File: config.mk
export PLATFORM = sky130hd
export DESIGN_NAME = mgmt_reg_target
export DESIGN_NICKNAME = d
export VERILOG_FILES = /design/src/rtl/mgmt_reg_target.sv
export SDC_FILE = /design/constraint.sdc
export NUM_CORES = 1
export LEC_CHECK = 0
export BUFFER_PORTS_ARGS = -buffer_cell sky130_fd_sc_hd__buf_2
export CORE_MARGIN = 10
export CORE_UTILIZATION = 30
export CTS_CLUSTER_SIZE = 25
export DETAILED_ROUTE_END_ITERATION = 12
export HOLD_SLACK_MARGIN = 0.05
export SYNTH_ARGS = -nofsm -noshare
export SYNTH_HDL_FRONTEND = slang
export SYNTH_SLANG_ARGS = --single-unit
File: constraint.sdc
create_clock -name mdc -period 3.6 [get_ports mdc]
set_clock_uncertainty 0.05 [all_clocks]
set_input_delay 0.54 -clock mdc [delete_from_list [all_inputs] [get_ports mdc]]
set_output_delay 0.54 -clock mdc [all_outputs]
set_load 0.05 [all_outputs]
File: src/rtl/mgmt_reg_target.sv
module mgmt_reg_target #(
  parameter int          PRE_LEN  = 32,
  parameter logic [7:0]  LAST_REG = 8'hC6
) (
  input  logic       mdc,
  input  logic       rst_n,
  input  logic       mdio_i,
  output logic       mdio_o,
  output logic       mdio_oe,
  output logic [7:0] rf_addr,
  input  logic [7:0] rf_rdata,
  output logic       rf_we,
  output logic [7:0] rf_wdata
);
  localparam int HDR_BITS = 12;
  localparam int DATA_BITS = 16;
  localparam int RD_BITS = DATA_BITS + 1;
  localparam int WR_BITS = DATA_BITS + 2;
  localparam int CW = $clog2(PRE_LEN + 1);
  localparam int NW = $clog2(WR_BITS);

  typedef enum logic [2:0] {S_HUNT, S_SOF, S_HDR, S_RDTA, S_RDDAT, S_WR} st_t;

  st_t             st;
  logic [CW-1:0]   ones;
  logic [NW-1:0]   cnt;
  logic [11:0]     hdr;
  logic [RD_BITS-1:0] rsh;
  logic [6:0]      wsh;
  logic [7:0]      addr;

  wire [11:0] hdr_n    = {hdr[10:0], mdio_i};
  wire        in_range = (addr <= LAST_REG);

  assign rf_addr = addr;

  always_ff @(posedge mdc or negedge rst_n) begin
    if (!rst_n) begin
      st       <= S_HUNT;
      ones     <= '0;
      cnt      <= '0;
      hdr      <= '0;
      rsh      <= '0;
      wsh      <= '0;
      addr     <= '0;
      rf_we    <= 1'b0;
      rf_wdata <= '0;
    end else begin
      rf_we <= 1'b0;
      case (st)
        S_HUNT: begin
          if (mdio_i) begin
            if (ones != CW'(PRE_LEN)) ones <= ones + CW'(1);
          end else if (ones == CW'(PRE_LEN)) begin
            st <= S_SOF;
          end else begin
            ones <= '0;
          end
        end
        S_SOF: begin
          ones <= '0;
          if (mdio_i) begin
            st  <= S_HDR;
            cnt <= '0;
          end else begin
            st <= S_HUNT;
          end
        end
        S_HDR: begin
          hdr <= hdr_n;
          if (cnt == NW'(HDR_BITS - 1)) begin
            cnt <= '0;
            if (hdr_n[11:10] != 2'b00) begin
              st <= S_HUNT;
            end else begin
              addr <= hdr_n[7:0];
              st   <= hdr_n[9] ? S_RDTA : S_WR;
            end
          end else begin
            cnt <= cnt + NW'(1);
          end
        end
        S_RDTA: begin
          rsh <= {9'b0, in_range ? rf_rdata : 8'h00};
          cnt <= '0;
          st  <= S_RDDAT;
        end
        S_RDDAT: begin
          if (cnt == NW'(RD_BITS - 1)) begin
            st   <= S_HUNT;
            ones <= '0;
          end else begin
            cnt <= cnt + NW'(1);
            rsh <= {rsh[RD_BITS-2:0], 1'b0};
          end
        end
        S_WR: begin
          wsh <= {wsh[5:0], mdio_i};
          if (cnt == NW'(WR_BITS - 1)) begin
            rf_we    <= in_range;
            rf_wdata <= {wsh, mdio_i};
            st       <= S_HUNT;
            ones     <= '0;
          end else begin
            cnt <= cnt + NW'(1);
          end
        end
        default: st <= S_HUNT;
      endcase
    end
  end

  always_ff @(negedge mdc or negedge rst_n) begin
    if (!rst_n) begin
      mdio_oe <= 1'b0;
      mdio_o  <= 1'b0;
    end else begin
      mdio_oe <= (st == S_RDDAT);
      mdio_o  <= (st == S_RDDAT) & rsh[RD_BITS-1];
    end
  end
endmodule


; ---- Word-level counts from Yosys, hierarchy flattened
; Index checks and enable logic that the tools add are counted.
[word_totals]
reg_bits = 68
in_bits = 11
output_inout_bits = 19
elab_cells = 72
[op_classes]
addsub = 2
magnitude_cmp = 1
n_eq_ne = 20
n_mux = 25
bitwise = 2
n_reduce_logical = 11
[op_table]
columns = op, n
row1 = $pmux W17 S2, 1
row2 = $mux W6, 5
row3 = $pmux W5 S5, 1
row4 = $pmux W6 S4, 1
row5 = $mux W3, 7
row6 = $mux W5, 4
row7 = $pmux W3 S6, 1
row8 = $mux W17, 1
row9 = $ne A2 B2 Y1 const B, 8
row10 = $eq A5 B5 Y1 const B, 2
row11 = $reduce_and A5 Y1, 2
row12 = $le A8 B8 Y1 const B, 1
row13 = $mux W8, 1
row14 = $add A6 B1 Y6 const B, 1
row15 = $eq A3 B2 Y1 const B, 2
row16 = $eq A3 B3 Y1 const B, 2
row17 = $eq A6 B6 Y1 const B, 1
row18 = $ne A3 B3 Y1 const B, 2
row19 = $ne A6 B6 Y1 const B, 1
row20 = $add A5 B1 Y5 const B, 1
row21 = $eq A5 B4 Y1 const B, 1
row22 = $reduce_bool A5 Y1, 1
row23 = $reduce_and A2 Y1, 2
row24 = $reduce_and A4 Y1, 1
row25 = 9 further kinds, 11

; ---- Longest topological paths before layout
[logic_depth]
depth_word = 4
mapped_depth = 8
mapped_depth_nobuf = 6

==> reports/metrics.yaml <==
outcome:
  outcome: "finished clean"
synth:
  synthTopCellsByArea: "dfrtp_1, mux2_2, nand2_1, a2bb2oi_1, a21oi_1"
  syn_area_per_cell_sq_um: 11.67
  post-synth-top-count-cell: "dfrtp_1"
  ys_seq_area_share_pct: 55.44
  ys_seq_elements: 68
  synth_fp_nets: 279
  synthCells: 263
  synth_edf_count: 0
  synth_cell_types: 46
  yosys.area.top_type: "dfrtp_1"
  synth_top_area_share_pct: 53.81
  synth_ff_type: "dfrtp_1"
  yosysWarningCount: 0
  ys_async_sr_fraction_pct: 100.0
  synth_common_cells: "dfrtp_1, mux2_2, nand2_1"
  syn_area_sq_um: 3069
final_layout:
  drive_gt1_share_pct: 30.33
  syn_to_final_growth_pct: 15.08
  antenna_cells: 0
  nets: 312
worst_setup_path:
  cp-start-kind: "register"
  reg2reg_slack_ns: 0.48
  max_stage_delay_ns: 0.38
  worstSetupPathType: "reg -> out"
  worst-endpoint-arrival_ns: 2.77
  critical-path-top-delay-family: "flip-flops"
  crit_required_ns: 3.01
  critPathMaxFanout: 1
  crit_chain: "buf_2"
  critPathBufInv: 1
  end_kind: "output pin"
  slowest_stage: "dfrtn_1"
power:
  finalPower_mw: 1.393
  vdd_drop_max_uv: 167.0
  power_density_nw_per_um2: 394.3
  p_leak_nw: 1.740
sta:
  fin_ws_ns: 0.2387
  hold_ws_ns: 0.3870
  worst_slew_pin_slew_ns: 0.9306
  slew_headroom_pct: 37.96
  drv_slew: 0
  final_hold_viol_count: 0
  setup_tns_ns: 0
  setup_violations: 0
  rsz0062_at_grt: "false"
placed_design:
  dp_hpwl_microns: 4137
  place_ws_ns: 0.5069
  port_buffers: 29
  gp_congestion: 0.7677
die:
  rows: 36
  die_y_microns: 121.1
  start_util_pct: 31.11
  io-pin-count: 30
  die-area_sq_um: 14680
  coreArea_sq_um: 9864
  die_w_microns: 121.1
cts:
  cts_tree: "yes"
  cts_max_level: 3
  post_cts_buffers: 0
  cts_buffers: 9
  cts-root-buf: "clkbuf_8"
  clock_path_buffers: 2
  path_clk_slew_ns: 0.07
  worstSkewPairLatency_ns: 0.34
  clock-sinks: 68
drt:
  drt-initial-drc-count: 112
  avgRoutedWirePerCell_microns: 13.55
  wirelength_microns: 5866
  vias: 2051
  ant_nets: 0
  first_pass_iters: 4
  vias_per_cell: 4.737
  drc: 0
global_route:
  antenna_found_initial: 0
  grt.total_usage_pct: 8.827
  gr-total-overflow: 0
  grt_max_degree: 56
  grt_pass1_wl_microns: 10500
  grt_pass1_vias: 2095
min_path:
  min_path_type: "in -> reg"
job:
  cap_violations: 0
metal layers:
layer  wire (microns)  vias up  GRT usage, %  share of wire [%]
li1                 -     1016             -                  -
met1             2717      997         11.05                 46
met2             2794       28         13.57                 48
met3              227       10         2.559                3.9
met4              126        0         4.471                2.1
met5                0        -             0                  0
power by group:
group / leakage (nW) / internal, mW / total (mW) / switching, mW
clock: 0.0811 / 0.245 / 0.539 / 0.294
sequential: 0.935 / 0.776 / 0.794 / 0.0179
combinational: 0.724 / 0.0244 / 0.0596 / 0.0352
per-stage QoR:
stage / area (sq um) / utilization, % / instances
global route: 3532 / 35.81 / 433
CTS: 3532 / 35.81 / 433
detailed placement: 3356 / 34.02 / 417
floorplan: 3069 / - / 263
finish: 3532 / 35.81 / 433
global placement: 3356 / 34.02 / 417
area by class of cell:
type | count | area, sq um
flip-flops and latches | 68 | 1702
fillers | 972 | 6332
multi-input cells | 175 | 1279
inverters | 7 | 26.28
repair buffers | 35 | 192.7
well taps | 133 | 166.4
clock inverters | 6 | 42.54
clock buffers | 9 | 123.9
path summary, 6_finish.rpt:
path,cells after the start,startpoint,to
max,1,mdio_oe,mdio_oe
min,3,rf_rdata[7],rsh[7]
max reg2reg,4,st[0],mdio_o
min reg2reg,2,rsh[9],rsh[9]
max in group asynchronous,2,rst_n,mdio_o
min in group asynchronous,2,rst_n,rsh[2]
state kept, by name (all words and copies together), names as in the netlist:
name / flops
rsh: 17
ones: 6
rf_we: 1
st: 3
mdio_o: 1
rf_addr: 8
hdr: 11
mdio_oe: 1
cnt: 5
wsh: 7
rf_wdata: 8
cells by family after synthesis:
| kind of cell | share of synthesized area, % |
|---|---|
| fa+ha+maj | 2.038 |
| simple gates | 13.13 |
| mux | 13.53 |
| buf+inv | 2.894 |
| flops | 55.44 |
| compound gates | 12.96 |
what timing repair did:
action / 4_1_cts / 5_1_grt
setup endpoints to repair: 0 / 0
endpoints found under the hold margin: 11 / 0
gates resized for setup: 0 / 0
hold buffers: 1 / 0
layout by cell type, fill, tap and decap left out, types with 7 or more instances in the layout:
cell type and count:
dfrtp_1 66, clkbuf_8 9, inv_1 7, nand2_1 31
a21oi_1 14, nand3_1 11, a2bb2oi_1 9, o21ai_0 14
buf_2 29, mux2_2 35
Note: power is estimated with default switching activity, not from simulation.
